File: src/rtl/i2c_stat_pkg.sv
package i2c_stat_pkg;
  localparam int CHANS = 4;

  typedef enum logic [2:0] {
    S_IDLE, S_ADDR, S_ACKA, S_WR, S_ACKW, S_RD, S_RACK
  } tgt_state_e;
endpackage

File: src/rtl/i2c_line_sync.sv
module i2c_line_sync (
  input  logic clk,
  input  logic rst,
  input  logic scl_i,
  input  logic sda_i,
  output logic scl_s,
  output logic sda_s,
  output logic scl_rise,
  output logic scl_fall,
  output logic start_det,
  output logic stop_det
);
  logic [1:0] scl_ff, sda_ff;
  logic       scl_p, sda_p;

  always_ff @(posedge clk) begin
    if (rst) begin
      scl_ff <= 2'b11;
      sda_ff <= 2'b11;
      scl_p  <= 1'b1;
      sda_p  <= 1'b1;
    end else begin
      scl_ff <= {scl_ff[0], scl_i};
      sda_ff <= {sda_ff[0], sda_i};
      scl_p  <= scl_ff[1];
      sda_p  <= sda_ff[1];
    end
  end

  assign scl_s     = scl_ff[1];
  assign sda_s     = sda_ff[1];
  assign scl_rise  = scl_s & ~scl_p;
  assign scl_fall  = ~scl_s & scl_p;
  assign start_det = scl_s & scl_p & sda_p & ~sda_s;
  assign stop_det  = scl_s & scl_p & ~sda_p & sda_s;
endmodule

File: src/rtl/stat_ctrl_regs.sv
module stat_ctrl_regs
  import i2c_stat_pkg::*;
#(
  parameter int N_CTRL = 2,
  parameter int PTR_W  = 2
) (
  input  logic                  clk,
  input  logic                  rst,
  input  logic                  wr_en,
  input  logic [PTR_W-1:0]      wr_addr,
  input  logic [7:0]            wr_data,
  input  logic [PTR_W-1:0]      rd_addr,
  output logic [7:0]            rd_data,
  input  logic [CHANS-1:0]      sig_a,
  input  logic [CHANS-1:0]      sig_b,
  input  logic [CHANS-1:0]      rxd_a,
  input  logic [CHANS-1:0]      rxd_b,
  input  logic                  rxd_valid,
  output logic [8*N_CTRL-1:0]   ctrl_q
);
  logic [7:0] sig_byte, rxd_byte;
  logic [7:0] ctrl_mem [N_CTRL];

  for (genvar i = 0; i < CHANS; i++) begin : g_map
    assign sig_byte[7-2*i] = sig_a[i];
    assign sig_byte[6-2*i] = sig_b[i];
    assign rxd_byte[7-2*i] = rxd_a[i];
    assign rxd_byte[6-2*i] = rxd_b[i];
  end

  for (genvar k = 0; k < N_CTRL; k++) begin : g_ctrl
    always_ff @(posedge clk) begin
      if (rst)
        ctrl_mem[k] <= 8'h00;
      else if (wr_en && wr_addr == PTR_W'(k + 2))
        ctrl_mem[k] <= wr_data;
    end
    assign ctrl_q[8*k +: 8] = ctrl_mem[k];
  end

  always_comb begin
    rd_data = 8'h00;
    if (rd_addr == PTR_W'(0))
      rd_data = sig_byte;
    else if (rd_addr == PTR_W'(1))
      rd_data = rxd_valid ? rxd_byte : 8'h00;
    for (int k = 0; k < N_CTRL; k++)
      if (rd_addr == PTR_W'(k + 2)) rd_data = ctrl_mem[k];
  end


  ro_write_drop_chk: assert property (@(posedge clk) disable iff (rst)
    (wr_en && wr_addr < PTR_W'(2)) |=> $stable(ctrl_q));
endmodule

File: src/rtl/i2c_tgt_engine.sv
module i2c_tgt_engine
  import i2c_stat_pkg::*;
#(
  parameter int NREG  = 4,
  parameter int PTR_W = 2
) (
  input  logic             clk,
  input  logic             rst,
  input  logic             scl_s,
  input  logic             sda_s,
  input  logic             scl_rise,
  input  logic             scl_fall,
  input  logic             start_det,
  input  logic             stop_det,
  input  logic [6:0]       dev_addr,
  input  logic [7:0]       rd_data,
  output logic [PTR_W-1:0] ptr,
  output logic             wr_en,
  output logic [PTR_W-1:0] wr_addr,
  output logic [7:0]       wr_data,
  output logic             sda_oe
);
  tgt_state_e       state;
  logic [3:0]       cnt;
  logic [7:0]       shreg;
  logic [6:0]       tx;
  logic             filler, wr_txn;
  logic [PTR_W-1:0] ptr_nxt;
  logic             bus_evt;

  assign ptr_nxt = (ptr == PTR_W'(NREG - 1)) ? '0 : ptr + PTR_W'(1);
  assign bus_evt = start_det | stop_det;
  assign wr_data = shreg;

  always_ff @(posedge clk) begin
    if (rst) begin
      state   <= S_IDLE;
      cnt     <= 4'd0;
      shreg   <= 8'h00;
      tx      <= 7'h00;
      sda_oe  <= 1'b0;
      ptr     <= '0;
      filler  <= 1'b0;
      wr_txn  <= 1'b0;
      wr_en   <= 1'b0;
      wr_addr <= '0;
    end else begin
      wr_en <= 1'b0;
      if (bus_evt) begin
        state  <= start_det ? S_ADDR : S_IDLE;
        cnt    <= 4'd0;
        sda_oe <= 1'b0;
        wr_txn <= 1'b0;
        if (wr_txn) ptr <= '0;
      end else begin
        unique case (state)
          S_ADDR, S_WR: begin
            if (scl_rise) begin
              shreg <= {shreg[6:0], sda_s};
              cnt   <= cnt + 4'd1;
            end else if (scl_fall && cnt == 4'd8) begin
              if (state == S_ADDR) begin
                if (shreg[7:1] == dev_addr) begin
                  sda_oe <= 1'b1;
                  state  <= S_ACKA;
                end else begin
                  state <= S_IDLE;
                end
              end else begin
                sda_oe <= 1'b1;
                state  <= S_ACKW;
                if (!filler) begin
                  wr_en   <= 1'b1;
                  wr_addr <= ptr;
                  ptr     <= ptr_nxt;
                end
                filler <= 1'b0;
              end
            end
          end
          S_ACKA: if (scl_fall) begin
            cnt <= 4'd0;
            if (shreg[0]) begin
              tx     <= rd_data[6:0];
              sda_oe <= ~rd_data[7];
              state  <= S_RD;
            end else begin
              sda_oe <= 1'b0;
              filler <= 1'b1;
              wr_txn <= 1'b1;
              state  <= S_WR;
            end
          end
          S_ACKW: if (scl_fall) begin
            sda_oe <= 1'b0;
            cnt    <= 4'd0;
            state  <= S_WR;
          end
          S_RD: if (scl_fall) begin
            if (cnt == 4'd7) begin
              sda_oe <= 1'b0;
              ptr    <= ptr_nxt;
              state  <= S_RACK;
            end else begin
              sda_oe <= ~tx[6];
              tx     <= {tx[5:0], 1'b0};
              cnt    <= cnt + 4'd1;
            end
          end
          S_RACK: begin
            if (scl_rise && sda_s) begin
              state <= S_IDLE;
            end else if (scl_fall) begin
              tx     <= rd_data[6:0];
              sda_oe <= ~rd_data[7];
              cnt    <= 4'd0;
              state  <= S_RD;
            end
          end
          default: state <= S_IDLE;
        endcase
      end
    end
  end


  sda_low_change_chk: assert property (@(posedge clk) disable iff (rst)
    (!$stable(sda_oe) && !$past(bus_evt)) |-> !scl_s);


  ack_hold_chk: assert property (@(posedge clk) disable iff (rst)
    ((state == S_ACKA || state == S_ACKW) && scl_s && !bus_evt) |-> sda_oe);


  stop_release_chk: assert property (@(posedge clk) disable iff (rst)
    stop_det |=> (!sda_oe && state == S_IDLE));


  ptr_rewind_chk: assert property (@(posedge clk) disable iff (rst)
    (bus_evt && wr_txn) |=> (ptr == '0));


  master_slot_free_chk: assert property (@(posedge clk) disable iff (rst)
    (state == S_RACK) |-> !sda_oe);
endmodule

File: src/rtl/i2c_stat_target.sv
module i2c_stat_target
  import i2c_stat_pkg::*;
#(
  parameter int N_CTRL = 2
) (
  input  logic                clk,
  input  logic                rst,
  input  logic                scl_i,
  input  logic                sda_i,
  output logic                sda_oe,
  input  logic [6:0]          dev_addr,
  input  logic [CHANS-1:0]    sig_a,
  input  logic [CHANS-1:0]    sig_b,
  input  logic [CHANS-1:0]    rxd_a,
  input  logic [CHANS-1:0]    rxd_b,
  input  logic                rxd_valid,
  output logic [8*N_CTRL-1:0] ctrl_q
);
  localparam int NREG  = N_CTRL + 2;
  localparam int PTR_W = $clog2(NREG);

  logic scl_s, sda_s, scl_rise, scl_fall, start_det, stop_det;
  logic [PTR_W-1:0] ptr, wr_addr;
  logic             wr_en;
  logic [7:0]       wr_data, rd_data;

  i2c_line_sync u_sync (
    .clk(clk), .rst(rst), .scl_i(scl_i), .sda_i(sda_i),
    .scl_s(scl_s), .sda_s(sda_s), .scl_rise(scl_rise), .scl_fall(scl_fall),
    .start_det(start_det), .stop_det(stop_det)
  );

  i2c_tgt_engine #(.NREG(NREG), .PTR_W(PTR_W)) u_eng (
    .clk(clk), .rst(rst), .scl_s(scl_s), .sda_s(sda_s),
    .scl_rise(scl_rise), .scl_fall(scl_fall),
    .start_det(start_det), .stop_det(stop_det), .dev_addr(dev_addr),
    .rd_data(rd_data), .ptr(ptr), .wr_en(wr_en), .wr_addr(wr_addr),
    .wr_data(wr_data), .sda_oe(sda_oe)
  );

  stat_ctrl_regs #(.N_CTRL(N_CTRL), .PTR_W(PTR_W)) u_regs (
    .clk(clk), .rst(rst), .wr_en(wr_en), .wr_addr(wr_addr), .wr_data(wr_data),
    .rd_addr(ptr), .rd_data(rd_data), .sig_a(sig_a), .sig_b(sig_b),
    .rxd_a(rxd_a), .rxd_b(rxd_b), .rxd_valid(rxd_valid), .ctrl_q(ctrl_q)
  );
endmodule

File: config.mk
export PLATFORM = sky130hd
export DESIGN_NAME = i2c_stat_target
export DESIGN_NICKNAME = d
export VERILOG_FILES = /design/src/rtl/i2c_stat_pkg.sv /design/src/rtl/i2c_line_sync.sv /design/src/rtl/stat_ctrl_regs.sv /design/src/rtl/i2c_tgt_engine.sv /design/src/rtl/i2c_stat_target.sv
export SDC_FILE = /design/constraint.sdc
export NUM_CORES = 1
export LEC_CHECK = 0
export BUFFER_PORTS_ARGS = -buffer_cell sky130_fd_sc_hd__buf_2
export CAP_MARGIN = 25
export CORE_MARGIN = 1.5
export CORE_UTILIZATION = 45
export CTS_CLUSTER_SIZE = 30
export DETAILED_ROUTE_END_ITERATION = 10
export GPL_ROUTABILITY_DRIVEN = 0
export PLACE_DENSITY_LB_ADDON = 0.15
export SYNTH_ARGS = -nofsm -noshare
export SYNTH_HDL_FRONTEND = slang
export SYNTH_SLANG_ARGS = --single-unit
File: constraint.sdc
create_clock -name clk -period 5.4 [get_ports clk]
set_clock_uncertainty 0.2 [all_clocks]
set_input_delay 0.54 -clock clk [delete_from_list [all_inputs] [get_ports clk]]
set_output_delay 0.54 -clock clk [all_outputs]
set_load 0.02 [all_outputs]
**Yosys cells after proc, flatten, opt, wreduce, memory -nomap -nowiden**

Memory sizes are Yosys's and may differ from the RTL's.
Cells that the tools add are included.

- Register bits after elaboration: 36
- Memory bits (writable): 16
- Input bits: 28
- Output and inout bits: 17
- Logic and storage cells: 171
- Memories kept: 1

- Add/sub/neg operators: 2
- Equal/unequal tests: 37
- Muxes and demuxes: 71
- Bitwise operators: 23
- Reductions and logical operators: 23

Memories:

| memory | words | bits a word | rd ports | clocked after Yosys merged registers in | wr ports | line | RTL |
|---|---|---|---|---|---|---|---|
| u_regs.ctrl_mem | 2 | 8 | 2 | 0 | 2 | stat_ctrl_regs.sv:22 | `logic [7:0] ctrl_mem [N_CTRL];` |

Operators with widths:

| operator | number |
|---|---|
| two-way mux 8 bit | 7 |
| two-way mux 7 bit | 6 |
| two-way mux 3 bit | 11 |
| two-way mux 1 bit | 26 |
| case mux 7 bit (3 select lines) | 1 |
| two-way mux 2 bit | 10 |
| two-way mux 4 bit | 5 |
| != test 2 x 1 -> 1 bit (second input constant) | 8 |
| case mux 4 bit (4 select lines) | 1 |
| AND reduction 8 bit | 2 |
| != test 3 x 1 -> 1 bit (second input constant) | 5 |
| case mux 3 bit (5 select lines) | 1 |
| AND reduction 7 bit | 2 |
| inverter 1 bit | 13 |
| != test 2 bit (second input constant) | 5 |
| == test 3 bit (second input constant) | 3 |
| != test 3 bit (second input constant) | 3 |
| AND reduction 9 bit | 1 |
| == test 2 bit (second input constant) | 4 |
| bitwise AND 1 bit | 7 |
| == test 7 bit | 1 |
| == test 3 x 2 -> 1 bit (second input constant) | 2 |
| AND reduction 3 bit | 2 |
| AND reduction 6 bit | 1 |
| 21 further kinds | 29 |

**Longest topological paths before layout**

- Depth after elaboration: 9
- Depth in mapped cells: 8
- Depth with buffers taken out: 7

**Cells and area by module**

From an unflattened synthesis, not the netlist that was laid out.

- Cells, all modules: 274
- Area total of the unflattened synthesis: 2722.6 um2

By module, submodules not included:

| module | instances | cells each | area each (um2) | sequential area each (um2) |
|---|---|---|---|---|
| i2c_tgt_engine | 1 | 203 | 1662.8 | 600.6 |
| stat_ctrl_regs | 1 | 55 | 869.6 | 480.5 |
| i2c_line_sync | 1 | 16 | 190.2 | 120.1 |

**Least setup slack after synthesis**

OpenSTA, ideal clock, no wires.

- Path kind: flip-flop to flip-flop
- From: reg u_eng.cnt[0]
- To: reg u_eng.ptr[0]
- Setup time: 0.072 ns
- Arrival: 1.747 ns
- Required time: 5.128 ns
- Path slack: 3.382 ns
- Cell stages (with the launch flop): 8
- Buffers on the path: 0
- Period minus slack after synthesis: 2.018 ns
- Cell sequence: dfxtp_1 inv_1 ha_1 nand2_1 or4_4 nor3b_4 o2111a_2 mux2i_1

- Cells in the longest elaborated chain, start to end: 4
- Elaborated cells between the ends (all ways): 6
- Classes of those cells: eq/ne: 4; reduce/logical: 2

RTL lines:

| what | line | RTL |
|---|---|---|
| start: declaration | i2c_tgt_engine.sv:24 | `logic [3:0] cnt;` |
| start signal: assignment | i2c_tgt_engine.sv:60 | `cnt <= cnt + 4'd1;` |
| start signal: assignment | i2c_tgt_engine.sv:107 | `cnt <= cnt + 4'd1;` |
| == test 4 bit | i2c_tgt_engine.sv:61 | `end else if (scl_fall && cnt == 4'd8) begin` |
| logical AND 1 bit | i2c_tgt_engine.sv:61 |  |
| != test 3 x 1 -> 1 bit (no source line) | n/a |  |
| AND reduction 8 bit (no source line) * | n/a |  |
| end signal: assignment | i2c_tgt_engine.sv:75 | `ptr <= ptr_nxt;` |
| end signal: assignment | i2c_tgt_engine.sv:102 | `ptr <= ptr_nxt;` |
| end: declaration | i2c_tgt_engine.sv:17 | `output logic [PTR_W-1:0] ptr,` |

Mark *: on every way between the ends. The rest lies on a longest branch, timed or not.
A chain may end at the register's enable or synchronous reset.

**Final worst setup path**

- From: reg u_eng.state[2]
- To: reg u_eng.tx[2]

- Cells in the longest elaborated chain, start to end: 3
- Elaborated cells between the ends (all ways): 12
- Classes of those cells: eq/ne: 9; mux: 1; reduce/logical: 2

RTL lines:

| what | line | RTL |
|---|---|---|
| start: declaration | i2c_tgt_engine.sv:23 | `tgt_state_e state;` |
| start signal: assignment | i2c_tgt_engine.sv:50 | `state <= start_det ? S_ADDR : S_IDLE;` |
| == test 3 bit or == test 3 x 2 -> 1 bit (tied branches) | i2c_tgt_engine.sv:56 | `unique case (state)` |
| != test 2 x 1 -> 1 bit (no source line) (tied with other cells) | n/a |  |
| AND reduction 8 bit (no source line) | n/a |  |
| end signal: assignment | i2c_tgt_engine.sv:84 | `tx <= rd_data[6:0];` |
| end signal: assignment | i2c_tgt_engine.sv:106 | `tx <= {tx[5:0], 1'b0};` |
| end signal: assignment | i2c_tgt_engine.sv:114 | `tx <= rd_data[6:0];` |
| end: declaration | i2c_tgt_engine.sv:26 | `logic [6:0] tx;` |

Several ways; a longest one is shown, not always the timed one.

==> metrics <==
worst-path maximum fanout 13; clock slew at reported path FFs 0.10 ns; CTS sink cnt 52; Post-synth ARST share 0%; relative slew slack 49.1%; class of the worst hold path primary input to register; routed vias/inst 5.46; Max Fclk 437 MHz; library cells used by synthesis 58; Area Growth Syn to Fin 10.9%; largest area contributor in the netlist dfxtp_1; drt total wl 6440 µm; share of the synthesized area in the top cell type 25.4%; worst-margin pin slew 0.762 ns; Layout Cells excl Fill 428; Final period util 42.4%; Horiz. Die Dim 82.3 µm; fin crit period 2.29 ns; Starting Density 47.3%; post-cts resize count 0; Critical Path AT 2.30 ns; vias in the first global route 2200; Area contributors post-synth dfxtp_1 (25%), edfxtp_1 (17%), a21oi_1 (6.2%); cell with the most instances after synthesis dfxtp_1; Post-synth top cells dfxtp_1 (36), a21oi_1 (35), nand2_1 (33), clkbuf_1 (19), nor2_1 (19); num ports 45; final worst slack 3.11 ns; Antenna Cells 0; Num CTS Buffers 5; CP endpoint kind register; CTS tree done; RSZ-0062 raised after global routing false; worst path required time 5.42 ns; share of layout cells above drive strength 1 18.4%; crit path launch type register; clock buffer depth 2; DRT Pass-1 Iters 4; WL per Instance 15.0 µm; Residual DRC 0; via count 2335; largest net degree at the start of global routing 33; Static Leakage 1.15 nW; area occupied by multi-input gates 1480 µm²; H-Tree Depth 2; Yosys warning total 0; first-pass GRT wire length 10500 µm; Post-synth EDFFs 16; Fin. Hold Viols 0; MaxCap Viol Count 0; fillers 540; #FFs+latches synth 52; VDD IR max 0.104 mV; Rows 28; Core Area 5990 µm²; worst-skew pair later-pin latency 0.31 ns; critical path type register to register; placed insts 420; DP Worst Slack 3.14 ns; syn_nets 357; dpl hpwl 4820 µm; P per Cell Area 251 nW/µm²; initial antenna violation count 0; Netlist Area Pre-Place 2830 µm²; die height 82.3 µm; Setup TNS 0 ns; Top FF cell, synth dfxtp_1; remaining global-route overflow 0; Avg Cell Area, Syn 8.77 µm²; Port Buf Inserts 44; Setup violations, final 0; Tot GR Track Use 20.6%; DIE AREA 6780 µm²; final-stage net count 386; DR iter-0 viols 158; post-synthesis instance total 323; CTS Hold Buffers Added 0; run status finished, final reports clean; Register Area 1200 µm²; Final ANT Viol Nets 0; Post-CTS Setup Repair Bufs 0; max-slew violation count 0; register area share after synthesis 42.4%; clock root buffer clkbuf_8
-- report_power, final --
part	switching [mW]	internal (mW)	total (mW)
clock	0.132	0.0909	0.223
sequential	0.0215	0.415	0.437
combinational	0.0716	0.0555	0.127
-- path summary, 6_finish.rpt --
path / start / end / slack, ns / cells after the start
setup / recovery: u_eng.state[2] / u_eng.tx[2] / 3.11 / 5
hold reg to reg: u_sync.sda_ff[0] / u_sync.sda_ff[1] / 0.24 / 1
hold / removal: sda_i / u_sync.sda_ff[0] / 0.21 / 2
setup reg to reg: u_eng.state[2] / u_eng.tx[2] / 3.11 / 5
-- cell type report --
| class | count | area share (%) |
|---|---|---|
| flip-flops and latches | 52 | 38.2 |
| well taps | 75 | 2.99 |
| multi-input cells | 233 | 47.1 |
| inverters | 16 | 1.91 |
| clock inverters | 3 | 0.558 |
| clock buffers | 5 | 2.19 |
| repair buffers | 44 | 7.01 |
-- layout by cell type (no fill, tap or decap), types with 2 or more instances in the layout --
| cell type | synthesis | layout |
|---|---|---|
| buf_2 | 2 | 44 |
| dfxtp_1 | 36 | 36 |
| a21oi_1 | 35 | 35 |
| nand2_1 | 33 | 33 |
| nor2_1 | 19 | 19 |
| inv_1 | 16 | 16 |
| and2_1 | 16 | 16 |
| edfxtp_1 | 16 | 16 |
| nand2b_1 | 9 | 9 |
| nand4b_1 | 8 | 8 |
| nand3_1 | 7 | 7 |
| o21ai_0 | 7 | 7 |
| or2_2 | 7 | 7 |
| o21a_1 | 6 | 6 |
| o32ai_1 | 6 | 6 |
| ha_1 | 6 | 6 |
| nor2b_1 | 5 | 5 |
| mux2i_1 | 5 | 5 |
| clkbuf_8 | 0 | 5 |
| nand3b_1 | 4 | 4 |
| a31oi_1 | 4 | 4 |
| nand4_1 | 4 | 4 |
| nor3_1 | 4 | 4 |
| xor2_1 | 4 | 4 |
| xnor2_1 | 4 | 4 |
| o21bai_1 | 3 | 3 |
| nor4_1 | 3 | 3 |
| o21ai_1 | 2 | 2 |
| a211oi_1 | 2 | 2 |
| a221oi_1 | 2 | 2 |
| a21o_1 | 2 | 2 |
-- worst max-delay path: stages, from the launching register on --
cell     delay (ns)
dfxtp_1        0.57
and3b_1        0.43
and2_1         0.24
o21ai_1        0.10
or2_1          0.33
o32ai_1        0.33
-- metrics by stage --
| stage | utilization [%] | hold WS [ns] | power [mW] | cell area (µm²) |
|---|---|---|---|---|
| after floorplan | - | 0.189 | 0.535 | 2830 |
| after global placement | 51.0 | 0.194 | 0.572 | 3050 |
| after detailed placement | 51.0 | 0.208 | 0.573 | 3050 |
| after CTS | 52.4 | 0.205 | 0.793 | 3140 |
| after global routing | 52.4 | 0.203 | 0.826 | 3140 |
| final | 52.4 | 0.214 | 0.787 | 3140 |
-- cell families after synthesis --
logic type / share of synthesized area, %
simple gates: 26.2
compound gates: 19.1
flops: 42.4
buf+inv: 5.39
xor+xnor: 2.47
fa+ha+maj: 2.65
mux: 1.77
-- registers in the layout, summed over array words and instances (netlist names), 2 cells and up --
name and count:
u_eng.state 3, u_sync.scl_ff 2, u_regs.ctrl_mem 16, u_eng.tx 7
u_eng.ptr 2, u_sync.sda_ff 2, u_eng.cnt 4, u_eng.wr_data 8
u_eng.wr_addr 2
-- routing by layer --
metal / GRT usage [%] / share of wire (%) / vias to the layer above / routed length [µm]
met1: 28.9 / 49 / 1057 / 3160
met5: 0 / 0 / - / 0
li1: - / - / 1197 / -
met2: 31.4 / 44 / 71 / 2820
met3: 2.75 / 5.1 / 10 / 328
met4: 8.81 / 2.1 / 0 / 134
No activity file was read; power rests on OpenSTA's default activity.
